--- config.mk ---
export PLATFORM = sky130hd
export DESIGN_NAME = srp_read_path
export DESIGN_NICKNAME = d
export VERILOG_FILES = /design/src/rtl/srp_pkg.sv /design/src/rtl/srp_cmd_stage.sv /design/src/rtl/srp_out_reg.sv /design/src/rtl/srp_drv_ctrl.sv /design/src/rtl/srp_read_path.sv
export SDC_FILE = /design/constraint.sdc
export NUM_CORES = 1
export LEC_CHECK = 0
export CORE_UTILIZATION = 35
export DETAILED_ROUTE_END_ITERATION = 8
export PLACE_DENSITY = 0.73
export SLEW_MARGIN = 10
export SYNTH_ARGS = -nofsm -noshare
export SYNTH_HDL_FRONTEND = slang
export SYNTH_SLANG_ARGS = --single-unit
export TNS_END_PERCENT = 50
--- constraint.sdc ---
create_clock -name clk -period 3.85 [get_ports clk]
set_clock_uncertainty 0.2 [all_clocks]
set_input_delay 0.77 -clock clk [delete_from_list [all_inputs] [get_ports clk]]
set_output_delay 0.77 -clock clk [all_outputs]
set_load 0.02 [all_outputs]
--- src/rtl/srp_pkg.sv ---
package srp_pkg;
  typedef enum logic [1:0] {
    CMD_DESEL     = 2'b00,
    CMD_READ      = 2'b01,
    CMD_WRITE     = 2'b10,
    CMD_DESEL_ALT = 2'b11
  } cmd_e;

  localparam int TAG_W = 2;
endpackage

--- src/rtl/srp_cmd_stage.sv ---
// Shift register of command tags; stage 0 is the array-access cycle.
module srp_cmd_stage #(
  parameter int DEPTH = 2
) (
  input  logic                            clk,
  input  logic                            rst,
  input  logic [srp_pkg::TAG_W-1:0]       cmd_i,
  output logic [DEPTH-1:0][srp_pkg::TAG_W-1:0] tag_o
);
  logic [DEPTH-1:0][srp_pkg::TAG_W-1:0] tag_q;

  generate
    for (genvar g = 0; g < DEPTH; g++) begin : g_stage
      if (g == 0) begin : g_head
        always_ff @(posedge clk) begin
          if (rst) tag_q[g] <= srp_pkg::CMD_DESEL;
          else     tag_q[g] <= cmd_i;
        end
      end else begin : g_tail
        always_ff @(posedge clk) begin
          if (rst) tag_q[g] <= srp_pkg::CMD_DESEL;
          else     tag_q[g] <= tag_q[g-1];
        end
      end
    end
  endgenerate

  assign tag_o = tag_q;
endmodule

--- src/rtl/srp_out_reg.sv ---
// Output data register: loads only when the first stage holds a read.
module srp_out_reg #(
  parameter int WIDTH = 32
) (
  input  logic             clk,
  input  logic             rst,
  input  logic             load_i,
  input  logic [WIDTH-1:0] d_i,
  output logic [WIDTH-1:0] q_o
);
  always_ff @(posedge clk) begin
    if (rst)         q_o <= '0;
    else if (load_i) q_o <= d_i;
  end
endmodule

--- src/rtl/srp_drv_ctrl.sv ---
// Per-lane driver enable: present data, no write blocking, output enable low.
module srp_drv_ctrl #(
  parameter int LANES = 4
) (
  input  logic             present_i,
  input  logic             block_i,
  input  logic             oe_n_i,
  output logic [LANES-1:0] en_o
);
  generate
    for (genvar g = 0; g < LANES; g++) begin : g_lane
      assign en_o[g] = present_i & ~block_i & ~oe_n_i;
    end
  endgenerate
endmodule

--- src/rtl/srp_read_path.sv ---
module srp_read_path #(
  parameter int DATA_W = 32,
  parameter int LANE_W = 8
) (
  input  logic                       clk,
  input  logic                       rst,
  input  logic                       pipe_mode_i,
  input  logic [1:0]                 cmd_i,
  input  logic [DATA_W-1:0]          rd_data_i,
  input  logic                       oe_n_i,
  output logic [DATA_W-1:0]          dout_o,
  output logic [DATA_W/LANE_W-1:0]   drv_en_o
);
  import srp_pkg::*;

  localparam int LANES = DATA_W / LANE_W;
  localparam int DEPTH = 2;

  logic                         mode_pipe_q;
  logic [DEPTH-1:0][TAG_W-1:0]  tags;
  logic [TAG_W-1:0]             s1_tag;
  logic [TAG_W-1:0]             s2_tag;
  logic [DATA_W-1:0]            data_q;
  logic                         present_rd;
  logic                         write_hold;

  // Strap capture: only while reset is asserted.
  always_ff @(posedge clk) begin
    if (rst) mode_pipe_q <= pipe_mode_i;
  end

  srp_cmd_stage #(.DEPTH(DEPTH)) u_stage (
    .clk   (clk),
    .rst   (rst),
    .cmd_i (cmd_i),
    .tag_o (tags)
  );

  assign s1_tag = tags[0];
  assign s2_tag = tags[1];

  srp_out_reg #(.WIDTH(DATA_W)) u_oreg (
    .clk    (clk),
    .rst    (rst),
    .load_i (s1_tag == CMD_READ),
    .d_i    (rd_data_i),
    .q_o    (data_q)
  );

  assign present_rd = mode_pipe_q ? (s2_tag == CMD_READ) : (s1_tag == CMD_READ);
  assign write_hold = (s1_tag == CMD_WRITE);

  srp_drv_ctrl #(.LANES(LANES)) u_drv (
    .present_i (present_rd),
    .block_i   (write_hold),
    .oe_n_i    (oe_n_i),
    .en_o      (drv_en_o)
  );

  assign dout_o = mode_pipe_q ? data_q : rd_data_i;
endmodule

Word level (Yosys, flattened, before mapping)
Cells that the tools add are included.

Eq/ne operators: 3. Multiplexer cells: 2. Bitwise logic cells: 4.

Operators by type and width (number): 2-to-1 mux 32 bit (1); == test 2 x 1 -> 1 bit (second input constant) (2); AND 1 bit (2); == test 2 bit (second input constant) (1); NOT 1 bit (2); 2-to-1 mux 1 bit (1).

Flip-flop bits (word level): 37. Input port bits: 38. Output and inout port bits: 36. Word-level logic and storage cells: 13.

Longest topological paths before layout
Gate-level depths: netlist of run 1.

Word-level depth: 4. Mapped depth: 5. Mapped depth without buffers: 3.

Cells and area by module
From an unflattened synthesis of run 1, not the netlist that was laid out.

Cells, all modules: 157. Area, all modules: 1899.3 um^2.

By module, submodules not included: srp_out_reg (instances 1, cells an instance 103, area an instance 1163.6 um^2, seq. area each 640.6 um^2); srp_read_path (instances 1, cells an instance 42, area an instance 595.6 um^2, seq. area each 30.0 um^2); srp_cmd_stage (instances 1, cells an instance 8, area an instance 105.1 um^2, seq. area each 80.1 um^2); srp_drv_ctrl (instances 1, cells an instance 4, area an instance 35.0 um^2, seq. area each 0.0 um^2).

Worst setup path after synthesis of run 1
No wires, ideal clock.

Path kind: input to output. Start point: input oe_n_i. End point: output drv_en_o[1]. Arrival: 1.519 ns. Required time: 2.880 ns. Slack: 1.361 ns. Cell stages on the path: 4. Buffers on the path: 1. Path through: nor4bb_1 -> o21ai_0 -> o31ai_2 -> buf_4.

Longest elaborated chain between the ends: 2.

Ends and longest elaborated chain: start: declaration (line srp_read_path.sv:10) `input logic oe_n_i,`; NOT 1 bit; AND 1 bit; end: declaration (line srp_read_path.sv:12) `output logic [DATA_W/LANE_W-1:0] drv_en_o`.

No other way between the ends.

Final worst setup path of run 1
Start point: input oe_n_i. End point: output drv_en_o[0].

Longest elaborated chain between the ends: 2.

Ends and longest elaborated chain: NOT 1 bit (line srp_drv_ctrl.sv:12) `assign en_o[g] = present_i & ~block_i & ~oe_n_i;`; AND 1 bit (line srp_drv_ctrl.sv:12).

No other way between the ends.

==> flow_summary.yaml, run 1 <==
floorplan:
  die_h_um: 72.5
  die_w_um: 72.5
  ios: 74
  start_util: 0.366
  die-area_um2: 5260
  coreArea_um2: 4750
  fp-row-count: 25
synthesis:
  synth_most_common_cell: "nand2_1"
  synthTopCellsByArea: "dfxtp_1, mux2_2, nand2_1"
  synth_top_family_by_area: "multiplexers"
  yosysSeqAreaShare: 0.431
  synthAdderAreaFrac: 0
  synthMuxAreaShare: 0.207
  synthesis.area_um2: 1740
  synth_edf_count: 1
  avgSynthCellArea_um2: 8.97
  synth-compound-area-share: 0.102
  yosysTopAreaCell: "dfxtp_1"
  ys_types: 15
  synthXorXnorAreaFrac: 0
  ys.warnings.count: 0
  synthTopCellsByCount: "nand2_1, dfxtp_1, a21oi_1, mux2_2, buf_6"
  synthSimpleGateAreaFrac: 0.165
  synth_top_area_share: 0.414
  synthCells: 194
  ys_async_sr_fraction: 0
  synth_flop_cell: "dfxtp_1"
  syn_nets: 232
  synth-seq-cells: 37
run:
  maxCapViolCount: 0
timing:
  min_period_ps: 3370
  relSlewSlack: 0.536
  setup_viol_count_final: 0
  drv_slew: 0
  min_period_over_period: 0.876
  fmaxAchievable_mhz: 297
  setup_tns_ps: 0
  hold_viol: 0
  worstMarginPinSlew_ps: 693
  rsz0062_at_grt: "false"
  hold_slack_ps: 252
detailed_routing:
  wl_per_cell_um: 11.6
  drtIter0Drc: 31
  route.detailed.drc: 0
  vias: 1483
  via_per_inst: 4.52
  drt_first_pass_iters: 4
  routed_wl_um: 3810
  ant_nets: 0
cells_and_area:
  syn_to_final_growth_pct: 44.5
  final_util: 0.529
  nets: 298
  antenna_cells: 0
  n_fill_cell: 466
  multi_input_area_um2: 828
  register_area_um2: 751
  drive_gt1_frac: 0.169
setup_path:
  cp_max_fo: 4
  max_stage_delay_ps: 670
  start_kind: "input pin"
  cp_cell_sequence: "clkdlybuf4s50_1 > nor4bb_1 > o21ai_0 > o31ai_2 > clkdlybuf4s50_1"
  cp_slowest_cell: "clkdlybuf4s50_1"
  cpMostUsedCell: "clkdlybuf4s50_1"
  cp_data_required_time_ps: 2880
  regToRegSetupSlack_ps: 2050
  crit_type: "in2out"
  arrival_ps: 2400
  end_kind: "primary output"
global_route:
  grt_first_pass_wirelength_um: 6340
  grt.total_usage: 0.153
  grt_overflow: 0
  antenna_found_initial: 0
  grt_max_degree: 33
  grt_pass1_vias: 1474
worst_hold_path:
  hold_path_class: "reg2reg"
placed_design:
  routabilityCongestion: 0.673
  hpwl_um: 2610
  port_buffers: 73
clock_tree:
  postCtsHoldBufs: 0
  h-tree-depth: 2
  cts_resized: 0
  cts_tree: "built"
  cts_buffer_depth: 2
  clk_latency_ps: 270
  postCtsSetupBuffers: 0
  cts.sinks: 37
  root_buffer: "clkbuf_8"
  cts.reportedPaths.clkPinSlew_ps: 60
  numCtsBuffers: 5
power:
  p_per_area_nw_per_um2: 352
  p_leak_nw: 0.917
  ir_worst_vdd_mv: 0.159
status:
  status: "completed"
==> path summary, 6_finish.rpt <==
check,start,endpoint,depth (start not counted)
setup reg to reg,u_stage.tag_o[0]$_SDFF_PP0_,u_oreg.q_o[22]$_SDFFE_PP0N_,4
setup / recovery,oe_n_i,drv_en_o[0],5
hold / removal,u_oreg.q_o[12]$_SDFFE_PP0N_,u_oreg.q_o[12]$_SDFFE_PP0N_,2
hold reg to reg,u_oreg.q_o[12]$_SDFFE_PP0N_,u_oreg.q_o[12]$_SDFFE_PP0N_,2
==> logic make-up after synthesis <==
group           count (synthesis)
buf+inv                        20
simple gates                   71
flops                          37
compound gates                 34
mux                            32
==> cells in the final DEF, fill, tap and decap left out <==
cell             instances
inv_1                    1
nor2b_2                  1
a21oi_1                 32
nor4bb_1                 1
mux2_2                  32
buf_4                    5
nand2b_1                 1
dfxtp_1                 36
o21ai_0                  1
nand2_1                 64
edfxtp_1                 1
o31ai_2                  1
clkdlybuf4s50_1         73
clkbuf_1                 3
clkbuf_8                 5
nor2b_1                  4
==> state kept, by name, indices dropped and copies added (netlist names) <==
name           cells
u_oreg.q_o        32
u_stage.tag_o      4
mode_pipe_q        1
==> report_power, final <==
group | total, mW | switching, mW | internal, mW
clock | 0.245 | 0.117 | 0.128
sequential | 0.410 | 0.00793 | 0.402
combinational | 0.229 | 0.103 | 0.127
==> final cells by class <==
cell class                 instances  area share
clock buffer                       8      0.0318
inverter                           1     0.00149
multi-input combinational        137       0.329
sequential                        37       0.299
tap                               67      0.0333
timing repair buffer              78       0.305
==> per-layer routing <==
metal  wire, µm  vias to the layer above  GRT usage
li1           -                      770          -
met1       1720                      666      0.183
met2       1850                       42      0.270
met3        197                        5     0.0361
met4         40                        0     0.0523
met5          0                        -          0
==> stage by stage <==
stage	std cells	setup WS [ps]	total power [mW]	area (µm²)
after detailed placement	320	483	0.649	2430
after global routing	328	394	0.932	2510
final	328	478	0.884	2510
after CTS	328	485	0.901	2510
after floorplan	194	1360	0.547	1740
after global placement	320	530	0.647	2430
==> critical path: cells and delay by family <==
family	cells	cell delay, ps
AO/OA/AOI/OAI	2	260
AND/OR/NAND/NOR	1	250
buffers and inverters	2	1110
No activity file was read; power rests on OpenSTA's default activity.
==> run 2: changes to the inputs <==
Settings changed: CORE_MARGIN set to 2.
==> run 2 against run 1 <==
Wire length is 2.2% lower. Critical path depth unchanged. First-iteration DRC count rose by 120%. Flip-flop and latch count did not move. Sequential share of layout area shrank 0.074 points. Via count rose by 0.67%. Final cell count decreased by 0.30%. Clock-buffer cell count down 1. Die area grew 5.6%. Maximum frequency is 0.62% higher. Clock power is 5% higher. Cell area rose by 0.25%. Critical endpoint is now drv_en_o[1].
==> flow_summary.yaml, run 2 (same netlist as run 1, synthesis figures left out) <==
timing:
  relSlewSlack: 0.509
  min_period_over_period: 0.870
  drv_slew: 0
  hold_viol: 0
  hold_slack_ps: 251
  setup_viol_count_final: 0
  rsz0062_at_grt: "false"
  fmaxAchievable_mhz: 298
  worstMarginPinSlew_ps: 733
  min_period_ps: 3350
  setup_tns_ps: 0
  postLayoutSetupSlackWorst_ps: 499
clock_tree:
  root_buffer: "clkbuf_8"
  cts_buffer_depth: 2
  cts_tree: "built"
  cts.sinks: 37
  cts.reportedPaths.clkPinSlew_ps: 60
  clk_latency_ps: 270
  postCtsHoldBufs: 0
  postCtsSetupBuffers: 0
  numCtsBuffers: 5
  cts_resized: 0
  h-tree-depth: 2
floorplan:
  coreArea_um2: 4750
  ios: 74
  die_w_um: 74.5
  die-area_um2: 5550
  fp-row-count: 25
  die_h_um: 74.5
  start_util: 0.366
worst_hold_path:
  hold_path_class: "reg2reg"
  min_from: "u_oreg.q_o[16]$_SDFFE_PP0N_"
  hold_depth: 2
power:
  p_leak_nw: 0.922
  p_per_area_nw_per_um2: 356
  ir_worst_vdd_mv: 0.192
  design_power_total_mw: 0.897
setup_path:
  path_buf_inv: 2
  start_kind: "input pin"
  startpoint: "oe_n_i"
  cpMostUsedCell: "clkdlybuf4s50_1"
  cp_slowest_cell: "clkdlybuf4s50_1"
  max_stage_delay_ps: 670
  end_kind: "primary output"
  regToRegSetupSlack_ps: 2050
  worst-path-stages: 5
  cp_max_fo: 4
  crit_family: "buffers and inverters"
  crit_type: "in2out"
  cp_data_required_time_ps: 2880
  rr_worst_depth: 4
  cp_cell_sequence: "clkdlybuf4s50_1 > nor4bb_1 > o21ai_0 > o31ai_2 > clkdlybuf4s50_1"
  arrival_ps: 2380
  r2r_start: "u_stage.tag_o[0]$_SDFF_PP0_"
cells_and_area:
  syn_to_final_growth_pct: 44.9
  layout_common_cells: "clkdlybuf4s50_1, nand2_1, dfxtp_1"
  drive_gt1_frac: 0.173
  largest_register: "u_oreg.q_o"
  nets: 298
  antenna_cells: 0
  largest_reg_flops: 32
  n_fill_cell: 472
  mostFrequentLayoutCell: "clkdlybuf4s50_1"
placed_design:
  routabilityCongestion: 0.674
  port_buffers: 73
  hpwl_um: 2620
  place_ws_ps: 491
detailed_routing:
  via_per_inst: 4.57
  top_layer_used: "met4"
  route.detailed.drc: 0
  wl_met2_um: 1840
  dr_wl_met3_um: 238
  drt_first_pass_iters: 4
  m1WireLength_um: 1590
  routed_wl_um: 3730
  wl_per_cell_um: 11.4
  drtIter0Drc: 68
  ant_nets: 0
  vias: 1493
global_route:
  antenna_found_initial: 0
  grt.total_usage: 0.143
  grt_first_pass_wirelength_um: 6060
  grt_pass1_vias: 1403
  grt_overflow: 0
  grt_max_degree: 33
status:
  status: "completed"
run:
  maxCapViolCount: 0
-- run 2: routing by layer --
layer / up-vias / GRT usage
met1: 673 / 0.172
met3: 7 / 0.0352
li1: 769 / -
met4: 0 / 0.0595
met2: 44 / 0.242
met5: - / 0
-- run 2: worst paths after layout --
| path | end |
|---|---|
| worst max-delay path | drv_en_o[1] |
| worst max register to register | u_oreg.q_o[13]$_SDFFE_PP0N_ |
| worst min-delay path | u_oreg.q_o[16]$_SDFFE_PP0N_ |
| worst min register to register | u_oreg.q_o[16]$_SDFFE_PP0N_ |
-- run 2: worst reg2reg max path: cells and delay by family, from the launching register on --
| family | cells | cell delay (ps) |
|---|---|---|
| AOI/OAI and AO/OA | 1 | 120 |
| DFF | 1 | 360 |
| buffers and inverters | 1 | 350 |
| and+or+nand+nor | 2 | 710 |
-- run 2: power breakdown --
| part | switching, mW | internal, mW | leakage [nW] |
|---|---|---|---|
| registers | 0.00774 | 0.402 | 0.304 |
| logic | 0.103 | 0.126 | 0.574 |
| clock network | 0.116 | 0.142 | 0.0443 |
| total | 0.227 | 0.670 | 0.922 |
-- run 2: stage by stage --
stage	std cells	util	cell area [µm²]
after detailed placement	320	0.512	2430
after global routing	327	0.530	2520
after global placement	320	0.512	2430
after CTS	327	0.530	2520
after floorplan	194	-	1740
final	327	0.530	2520
-- run 2: layout make-up --
cell class                      instances  area (µm²)  share of cell area
Clock buffer                            7        86.3              0.0342
Tap cell                               67        83.8              0.0333
Multi-Input combinational cell        137         828               0.329
Inverter                                1        3.75             0.00149
Sequential cell                        37         751               0.298
Timing Repair Buffer                   78         768               0.305
